File: config.mk
export PLATFORM = sky130hd
export DESIGN_NAME = vec_irq_ctrl
export DESIGN_NICKNAME = d
export VERILOG_FILES = /design/src/rtl/vic_pkg.sv /design/src/rtl/vic_mask_bank.sv /design/src/rtl/vic_prio_file.sv /design/src/rtl/vic_arbiter.sv /design/src/rtl/vec_irq_ctrl.sv
export SDC_FILE = /design/constraint.sdc
export NUM_CORES = 2
export LEC_CHECK = 0
export ABC_CLOCK_PERIOD_IN_PS = 394800
export BUFFER_PORTS_ARGS = -buffer_cell sky130_fd_sc_hd__buf_2
export CORE_ASPECT_RATIO = 1.25
export CORE_MARGIN = 4
export CORE_UTILIZATION = 48
export DETAILED_ROUTE_END_ITERATION = 10
export PLACE_DENSITY = 0.69
export SYNTH_ARGS = -nofsm -noshare
export SYNTH_HDL_FRONTEND = slang
export SYNTH_SLANG_ARGS = --single-unit
File: constraint.sdc
create_clock -name clk_i -period 394.8 [get_ports clk_i]
set_clock_uncertainty 0.05 [all_clocks]
set_input_delay 59.22 -clock clk_i [delete_from_list [all_inputs] [get_ports clk_i]]
set_output_delay 59.22 -clock clk_i [all_outputs]
set_load 0.01 [all_outputs]
File: src/rtl/vic_pkg.sv
package vic_pkg;
  localparam int OFS_REV     = 'h000;
  localparam int OFS_CFG     = 'h010;
  localparam int OFS_STAT    = 'h014;
  localparam int OFS_SORT    = 'h040;
  localparam int OFS_CTRL    = 'h048;
  localparam int OFS_PROT    = 'h04C;
  localparam int OFS_IDLE    = 'h050;
  localparam int OFS_THR     = 'h068;
  localparam int OFS_MASK    = 'h084;
  localparam int OFS_MCLR    = 'h088;
  localparam int OFS_MSET    = 'h08C;
  localparam int OFS_PEND    = 'h098;
  localparam int BANK_STRIDE = 'h020;
  localparam int OFS_PRIO    = 'h100;
  localparam int SORT_ID_W   = 7;

  typedef struct packed {
    logic wr_mask;
    logic wr_clr;
    logic wr_set;
  } bank_wr_t;
endpackage

File: src/rtl/vic_mask_bank.sv
module vic_mask_bank
  import vic_pkg::*;
#(
  parameter int W = 32
) (
  input  logic         clk_i,
  input  logic         rst_i,
  input  bank_wr_t     wr_i,
  input  logic [W-1:0] wdata_i,
  output logic [W-1:0] mask_o
);
  always_ff @(posedge clk_i) begin
    if (rst_i)               mask_o <= '1;
    else if (wr_i.wr_mask)   mask_o <= wdata_i;
    else if (wr_i.wr_clr)    mask_o <= mask_o & ~wdata_i;
    else if (wr_i.wr_set)    mask_o <= mask_o | wdata_i;
  end
endmodule

File: src/rtl/vic_prio_file.sv
module vic_prio_file #(
  parameter int N  = 96,
  parameter int PW = 6,
  parameter int IW = 7
) (
  input  logic            clk_i,
  input  logic            rst_i,
  input  logic            we_i,
  input  logic [IW-1:0]   idx_i,
  input  logic [PW-1:0]   wdata_i,
  output logic [PW-1:0]   rd_o,
  output logic [N*PW-1:0] prio_o
);
  logic [PW-1:0] pr_q [N];

  always_ff @(posedge clk_i) begin
    if (rst_i) begin
      for (int i = 0; i < N; i++) pr_q[i] <= '0;
    end else if (we_i && (int'(idx_i) < N)) begin
      pr_q[idx_i] <= wdata_i;
    end
  end

  always_comb begin
    rd_o = '0;
    if (int'(idx_i) < N) rd_o = pr_q[idx_i];
  end

  for (genvar g = 0; g < N; g++) begin : g_flat
    assign prio_o[g*PW +: PW] = pr_q[g];
  end
endmodule

File: src/rtl/vic_arbiter.sv
module vic_arbiter #(
  parameter int N  = 96,
  parameter int PW = 6,
  parameter int IW = 7
) (
  input  logic [N-1:0]    cand_i,
  input  logic [N*PW-1:0] prio_i,
  output logic            any_o,
  output logic [IW-1:0]   idx_o,
  output logic [PW-1:0]   prio_o
);
  always_comb begin
    any_o  = 1'b0;
    idx_o  = '0;
    prio_o = '0;
    for (int i = N - 1; i >= 0; i--) begin
      if (cand_i[i] && (!any_o || prio_i[i*PW +: PW] >= prio_o)) begin
        any_o  = 1'b1;
        idx_o  = IW'(i);
        prio_o = prio_i[i*PW +: PW];
      end
    end
  end
endmodule

File: src/rtl/vec_irq_ctrl.sv
module vec_irq_ctrl
  import vic_pkg::*;
#(
  parameter int N_SRC     = 96,
  parameter int BANK_W    = 32,
  parameter int PRIO_W    = 6,
  parameter int ADDR_W    = 12,
  parameter int REV_MAJOR = 2,
  parameter int REV_MINOR = 1
) (
  input  logic              clk_i,
  input  logic              rst_i,
  input  logic [ADDR_W-1:0] addr_i,
  input  logic              we_i,
  input  logic [31:0]       wdata_i,
  output logic [31:0]       rdata_o,
  input  logic [N_SRC-1:0]  src_i,
  output logic              irq_o
);
  localparam int N_BANK = (N_SRC + BANK_W - 1) / BANK_W;
  localparam int PAD_W  = N_BANK * BANK_W;
  localparam int ID_W   = $clog2(N_SRC);

  logic srst_q;
  logic rst_all;
  assign rst_all = rst_i | srst_q;

  logic [PAD_W-1:0] mask_all;
  logic [PAD_W-1:0] src_pad;
  logic [N_SRC-1:0] cand;
  logic [31:0]      bank_rd [N_BANK];

  assign src_pad = PAD_W'(src_i);
  assign cand    = src_i & ~mask_all[N_SRC-1:0];

  for (genvar b = 0; b < N_BANK; b++) begin : g_bank
    localparam int BOFS = b * BANK_STRIDE;
    bank_wr_t wr;
    assign wr.wr_mask = we_i && (addr_i == ADDR_W'(OFS_MASK + BOFS));
    assign wr.wr_clr  = we_i && (addr_i == ADDR_W'(OFS_MCLR + BOFS));
    assign wr.wr_set  = we_i && (addr_i == ADDR_W'(OFS_MSET + BOFS));

    vic_mask_bank #(.W(BANK_W)) u_bank (
      .clk_i   (clk_i),
      .rst_i   (rst_all),
      .wr_i    (wr),
      .wdata_i (wdata_i[BANK_W-1:0]),
      .mask_o  (mask_all[b*BANK_W +: BANK_W])
    );

    always_comb begin
      bank_rd[b] = '0;
      if (addr_i == ADDR_W'(OFS_MASK + BOFS))
        bank_rd[b] = 32'(mask_all[b*BANK_W +: BANK_W]);
      else if (addr_i == ADDR_W'(OFS_PEND + BOFS))
        bank_rd[b] = 32'(src_pad[b*BANK_W +: BANK_W]);
    end
  end

  // priority registers
  logic [ADDR_W-1:0]     poff;
  logic                  prio_hit;
  logic [PRIO_W-1:0]     prio_rd;
  logic [N_SRC*PRIO_W-1:0] prio_flat;

  assign poff     = addr_i - ADDR_W'(OFS_PRIO);
  assign prio_hit = (addr_i >= ADDR_W'(OFS_PRIO)) && (poff[1:0] == 2'b00) &&
                    (int'(poff[ADDR_W-1:2]) < N_SRC);

  vic_prio_file #(.N(N_SRC), .PW(PRIO_W), .IW(ID_W)) u_prio (
    .clk_i   (clk_i),
    .rst_i   (rst_all),
    .we_i    (we_i && prio_hit),
    .idx_i   (poff[ID_W+1:2]),
    .wdata_i (wdata_i[PRIO_W-1:0]),
    .rd_o    (prio_rd),
    .prio_o  (prio_flat)
  );

  // winner selection
  logic              arb_any;
  logic [ID_W-1:0]   arb_idx;
  logic [PRIO_W-1:0] arb_prio;
  logic [PRIO_W-1:0] thr_q;
  logic              qual;

  vic_arbiter #(.N(N_SRC), .PW(PRIO_W), .IW(ID_W)) u_arb (
    .cand_i (cand),
    .prio_i (prio_flat),
    .any_o  (arb_any),
    .idx_o  (arb_idx),
    .prio_o (arb_prio)
  );

  assign qual = arb_any && (arb_prio > thr_q);

  // control and configuration state
  logic            held_q;
  logic [ID_W-1:0] win_q;
  logic            autoidle_q;
  logic            prot_q;
  logic [1:0]      idle_q;
  logic            ack;

  assign ack = we_i && (addr_i == ADDR_W'(OFS_CTRL)) && wdata_i[0];

  always_ff @(posedge clk_i) begin
    if (rst_i) srst_q <= 1'b0;
    else       srst_q <= we_i && (addr_i == ADDR_W'(OFS_CFG)) && wdata_i[1] && !srst_q;
  end

  always_ff @(posedge clk_i) begin
    if (rst_all) begin
      held_q     <= 1'b0;
      win_q      <= '0;
      irq_o      <= 1'b0;
      autoidle_q <= 1'b0;
      prot_q     <= 1'b0;
      idle_q     <= '0;
      thr_q      <= '0;
    end else begin
      irq_o <= qual;
      if (ack) begin
        held_q <= 1'b0;
      end else if (!held_q && qual) begin
        held_q <= 1'b1;
        win_q  <= arb_idx;
      end
      if (we_i && addr_i == ADDR_W'(OFS_CFG))  autoidle_q <= wdata_i[0];
      if (we_i && addr_i == ADDR_W'(OFS_PROT)) prot_q     <= wdata_i[0];
      if (we_i && addr_i == ADDR_W'(OFS_IDLE)) idle_q     <= wdata_i[1:0];
      if (we_i && addr_i == ADDR_W'(OFS_THR))  thr_q      <= wdata_i[PRIO_W-1:0];
    end
  end

  // read path
  logic [31:0] rd_nx;
  logic        win_live;
  assign win_live = held_q && cand[win_q];

  always_comb begin
    rd_nx = '0;
    case (addr_i)
      ADDR_W'(OFS_REV):  rd_nx = {24'h0, 4'(REV_MAJOR), 4'(REV_MINOR)};
      ADDR_W'(OFS_CFG):  rd_nx = {31'h0, autoidle_q};
      ADDR_W'(OFS_STAT): rd_nx = {31'h0, ~srst_q};
      ADDR_W'(OFS_SORT): rd_nx = {win_live ? {(32-SORT_ID_W){1'b0}} : {(32-SORT_ID_W){1'b1}},
                                  SORT_ID_W'(win_q)};
      ADDR_W'(OFS_PROT): rd_nx = {31'h0, prot_q};
      ADDR_W'(OFS_IDLE): rd_nx = {30'h0, idle_q};
      ADDR_W'(OFS_THR):  rd_nx = 32'(thr_q);
      default: begin
        for (int b = 0; b < N_BANK; b++) rd_nx = rd_nx | bank_rd[b];
        if (prio_hit) rd_nx = 32'(prio_rd);
      end
    endcase
  end

  always_ff @(posedge clk_i) begin
    if (rst_i) rdata_o <= '0;
    else       rdata_o <= rd_nx;
  end
endmodule

After elaboration in Yosys (flattened, before gate mapping). Memories as Yosys holds them, arrays and structs flattened. Cells that the tools add are included.

Register bits after elaboration: 148. Bits in latches: 0. Memory bits (writable): 576. Memory bits (read-only): 0. Input port bits: 143. Output and inout bits: 33. Logic and storage cells: 783. Memories: 1.

Add/sub/neg operators: 1. Multiply operators: 0. Div/mod/pow operators: 0. $lt $le $gt $ge: 100. Eq/ne operators: 19. Shift-type cells: 0. Multiplexer cells: 317. Bitwise operators: 14. Reductions and logical operators: 319.

Memory list: u_prio.pr_q (words 96, bits a word 6, rd ports 97, clocked after Yosys merged registers in 0, write ports 96, RTL line vic_prio_file.sv:14) `logic [PW-1:0] pr_q [N];`.

Operators with widths (number): 7-bit two-way mux (97); 6-bit two-way mux (98); 6-bit >= comparator (95); 32-bit two-way mux (16); 32-bit case mux with 7 select lines (1); 32-bit bitwise OR (5); 12-bit by 8-bit equality test with 1-bit output, second input constant (12); 1-bit logical AND (119); 1-bit two-way mux (103); 1-bit logical NOT (97); 32-bit bitwise AND (3); 96-bit bitwise AND (1); 96-bit NOT (1); 1-bit logical OR (95); 12-bit by 7-bit equality test with 1-bit output, second input constant (5); 32-bit NOT (1); 25-bit two-way mux (1); 12-bit by 5-bit equality test with 1-bit output, second input constant (2); 12-bit by 9-bit >= comparator with 1-bit output, second input constant (1); 12-bit logical NOT (1); 12-bit by 9-bit subtractor with 12-bit output, second input constant (1); 10-bit by 7-bit < comparator with 1-bit output, second input constant (1); 3-bit nonzero test (3); 7-bit by 8-bit < comparator with 1-bit output, second input constant (1); 9 further kinds (10).

Longest topological paths before layout.
Depth in word-level cells: 387. Mapped depth: 1007. Mapped depth without buffers: 966.

Cells and area by module. A second synthesis with hierarchy kept.

Cells, all modules: 7510. Area, all modules: 69043.7 um2.

By module, submodules not included: vic_arbiter (instances 1, cells an instance 4287, area each 30400.4 um2, sequential area each 0.0 um2); vic_prio_file (instances 1, cells an instance 1960, area each 27482.6 um2, sequential area each 17296.6 um2); vic_mask_bank (instances 3, cells an instance 218, area each 2098.3 um2, sequential area each 640.6 um2); vec_irq_ctrl (instances 1, cells an instance 609, area each 4865.9 um2, sequential area each 1041.0 um2).

Worst setup path before layout. Ideal clock, no wire load.

Kind: input to register. Start: input src_i[95]. End: register win_q[0]. Library setup time: 91 ps. Data arrival time: 231026 ps. Data required time: 394659 ps. Path slack: 163633 ps. Cell stages on the path: 947. Path buffers: 41. Path through: nor2b_1 > buf_6 > clkbuf_1 > nand2_1 > ha_1 > nand2_1 > o2111a_1 > o21ai_1 > nand2_1 > o21ai_0 > inv_1 > ha_1 > and3_1 > a2111oi_2 > nand2b_1 > buf_2 > mux2_2 > ha_1 > [911 not listed] > a21oi_1 > nor2_1 > a31oi_2 > clkbuf_1 > o21ai_0 > o22ai_1 > ha_1 > nor2b_1 > o21a_1 > o21ai_0 > nand2b_1 > a21oi_1 > nor2b_1 > o22ai_1 > a31oi_2 > nor3b_4 > mux2i_1 > a311oi_1.

Word-level cells in the longest chain between the ends: 386. Elaborated cells on any way between the ends: 673. Those cells by class: 96 x order compare; 288 x mux; 1 x bitwise; 288 x reduce/logical.

Ends and longest elaborated chain: start: declaration (RTL line vec_irq_ctrl.sv:17) `input logic [N_SRC-1:0] src_i,`; 96-bit bitwise AND * (RTL line vec_irq_ctrl.sv:34) `assign cand = src_i & ~mask_all[N_SRC-1:0];`; 6-bit two-way mux / 1-bit two-way mux (equally long branches) (RTL line vic_arbiter.sv:17) `if (cand_i[i] && (!any_o || prio_i[i*PW +: PW] >= prio_o)) begin`; 6-bit >= comparator / 1-bit logical NOT (equally long branches) (RTL line vic_arbiter.sv:17); 1-bit logical OR (RTL line vic_arbiter.sv:17); 1-bit logical AND (RTL line vic_arbiter.sv:17); 6-bit two-way mux / 1-bit two-way mux (equally long branches) (RTL line vic_arbiter.sv:17); 6-bit >= comparator / 1-bit logical NOT (equally long branches) (RTL line vic_arbiter.sv:17); 1-bit logical OR (RTL line vic_arbiter.sv:17); [370 not listed]; 6-bit >= comparator / 1-bit logical NOT (equally long branches) (RTL line vic_arbiter.sv:17); 1-bit logical OR (RTL line vic_arbiter.sv:17); 1-bit logical AND (RTL line vic_arbiter.sv:17); 6-bit two-way mux (RTL line vic_arbiter.sv:17); 6-bit > comparator (RTL line vec_irq_ctrl.sv:95) `assign qual = arb_any && (arb_prio > thr_q);`; 1-bit logical AND (RTL line vec_irq_ctrl.sv:95); 1-bit logical AND (RTL line vec_irq_ctrl.sv:125) `end else if (!held_q && qual) begin`; 2-bit AND reduction (no line); end signal: assignment (RTL line vec_irq_ctrl.sv:127) `win_q <= arb_idx;`; end: declaration (RTL line vec_irq_ctrl.sv:99) `logic [ID_W-1:0] win_q;`.

Every way passes the cells marked *; elsewhere a longest branch is shown, timed or not. A chain may end at the register's enable or synchronous reset.

==> reports/metrics.csv <==
metric;value;unit
drive_above_1_share;14.25;%
cts.path.max_buffers;3;
critPathSlowestCell;nor2_1;
cts_resized;0;
worstMarginPinSlew;1.333;ns
cp-start-kind;input pin;
grt_max_degree;58;
htreeDepth;3;
first_pass_iters;11;
num_vias;60880;
synth.area.top_cells;edfxtp_1, ha_1, mux4_2;
cp_common_cell;ha_1;
clk_pin_slew;0.06;ns
violations;design-rule violations;
final_max_slew_viol_count;0;
crit_required;395.36;ns
rsz0062_at_grt;false;
async_reset_ff_share;0;%
yosysWarnings;0;
cts_tree;yes;
dieArea;137700;um2
synth_edf_count;576;
postCtsSetupRepairBufs;0;
p_leak;25.77;nW
cts_hold_buf;0;
start_util;48.46;%
ys_seq_area_share;32.02;%
ys_ff_latch;724;
die_h;413.9;um
synth_top_area_cell;edfxtp_1;
tns;0;ns
syn_area_per_cell;8.861;um2
power.density;2.837;nW/um2
wl;260.8;mm
cp_max_fo;21;
area_growth;7.728;%
min_period;259.62;ns
multi_input_area;40130;um2
io_pins;176;
syn_area;63270;um2
run_status;finished, violations left;
dp_hpwl;202.2;mm
track_usage;36.45;%
cts-root-buf;clkbuf_16;
max_freq;3.852;MHz
synth_nets;7687;
irDropWorstVdd;2.864;uV
slew_headroom;10.21;%
row_count;148;
syn_inst;7140;
numCtsBuffers;79;
fillers;12060;
end_kind;flip-flop;
clock-sinks;724;
seqCellArea;20260;um2
die_x;332.7;um
worstSkewPairLatency;0.72;ns
yosysUniqueCellTypes;174;
overflow;0;
hold_violations;0;
first_global_vias;56950;
finalSetupViolCount;0;
port_buffers;175;
hold_path_class;flip-flop to flip-flop;
antenna_left;0;
fin_crit_sh;65.76;%
synth_top_area_share;27.34;%
crit_arrival;260.18;ns
drv_cap;0;
drc_errors;2;
fin_nets;7680;
grt_pass1_wl;375.9;mm
crit_type;input pin to flip-flop;
vias_per_cell;6.806;
wl_per_cell;29.15;um
final_core_util;52.21;%
coreArea;130600;um2
synth_flop_cell;edfxtp_1;
drt_iter0_drc;8303;
gp_congestion;1.063;
antenna_found_initial;25;
max_stage_delay;0.87;ns
[final timing paths]
kind,from,to,slack (ns),depth (start not counted)
max,src_i[95],win_q[2],135.18,902
min,flip-flop,flip-flop,0.41,2
max reg2reg,flip-flop,win_q[2],193.57,904
min reg2reg,flip-flop,flip-flop,0.41,2
[through the flow]
stage	setup WS, ns	std cells	total power [mW]	area [um2]	hold slack (ns)
6_report	135.18	8945	0.1934	68160	0.4121
4_1_cts	138.34	8924	0.1924	68110	0.4109
2_1_floorplan	163.63	7140	0.1043	63270	0.3864
3_3_place_gp	141.98	8777	0.1144	65400	0.3916
5_1_grt	120.57	8927	0.1980	68110	0.4309
3_5_place_dp	138.45	8777	0.1148	65400	0.4030
[synthesized netlist by cell type, types with 28 or more instances]
library cell,number
nand4_1,34
o211ai_1,50
inv_1,394
o31ai_1,43
maj3_1,37
o21a_1,75
o21ai_1,55
o21ai_0,410
o21bai_1,31
nand3_1,223
a211oi_1,60
and3_1,42
mux4_2,204
and2_1,54
nor3_1,114
clkbuf_1,223
ha_1,404
a21o_1,114
a21oi_1,437
mux2i_1,131
buf_1,28
a222oi_1,64
dfxtp_1,148
nor2_1,969
edfxtp_1,576
mux2_2,78
nand2_1,786
nor2b_1,100
nand2b_1,186
a31oi_1,92
[critical path: cells and delay by family]
family / cells / cell delay (ns)
adder cells (fa/ha/maj): 118 / 34.26
buffers and inverters: 27 / 2.90
AO/OA/AOI/OAI: 418 / 93.82
multiplexers: 46 / 17.45
AND/OR/NAND/NOR: 293 / 51.66
[cell families (layout without fill, tap and decap cells)]
| family | after synthesis | after routing | share of synthesized area (%) |
|---|---|---|---|
| XOR/XNOR | 17 | 17 | 0.2353 |
| AND/OR/NAND/NOR | 2822 | 2822 | 21.16 |
| flip-flops | 724 | 724 | 32.02 |
| other | 0 | 21 | 0 |
| adder cells (fa/ha/maj) | 444 | 444 | 8.628 |
| multiplexers | 421 | 421 | 10.89 |
| AO/OA/AOI/OAI | 1992 | 1992 | 22.27 |
| buffers and inverters | 720 | 779 | 4.804 |
[final cells by class]
class                   count  share of cell area [%]
flip-flops and latches    724                   29.73
diodes                     21                 0.07710
inverters                 394                   2.170
clock buffers              98                   3.209
well taps                1725                   3.167
clock inverters            49                  0.7600
repair buffers            238                   2.006
multi-input cells        5696                   58.88
[where the power goes]
part	switching (mW)	internal, mW	leakage (nW)
clock	0.0344	0.0445	1.32
sequential	0.00457	0.0854	6.66
combinational	0.0152	0.00926	17.8
total	0.0542	0.139	25.8
[per-layer routing]
metal	global-route usage [%]	part of all wire (%)	vias up
met3	8.398	12	938
li1	-	-	26750
met5	0	0.048	-
met2	58.04	44	3895
met4	23.83	7.9	20
met1	44.53	36	29270
[layout by cell type (no fill, tap or decap), drive strengths merged, types with 64 or more instances in the layout]
master / synthesis / routed
a31oi: 107 / 107
and2: 86 / 86
mux2i: 135 / 135
nand2: 790 / 790
mux2: 82 / 82
inv: 394 / 403
nor3: 119 / 119
clkbuf: 230 / 98
o21a: 87 / 87
a21o: 132 / 132
nand3: 229 / 229
a21oi: 450 / 450
ha: 404 / 404
a222oi: 64 / 64
nand2b: 186 / 186
o21ai: 475 / 475
buf: 91 / 238
nor2b: 101 / 101
nor2: 973 / 973
a211oi: 75 / 75
mux4: 204 / 204
dfxtp: 148 / 148
edfxtp: 576 / 576
Note: power is estimated with default switching activity, not from simulation.
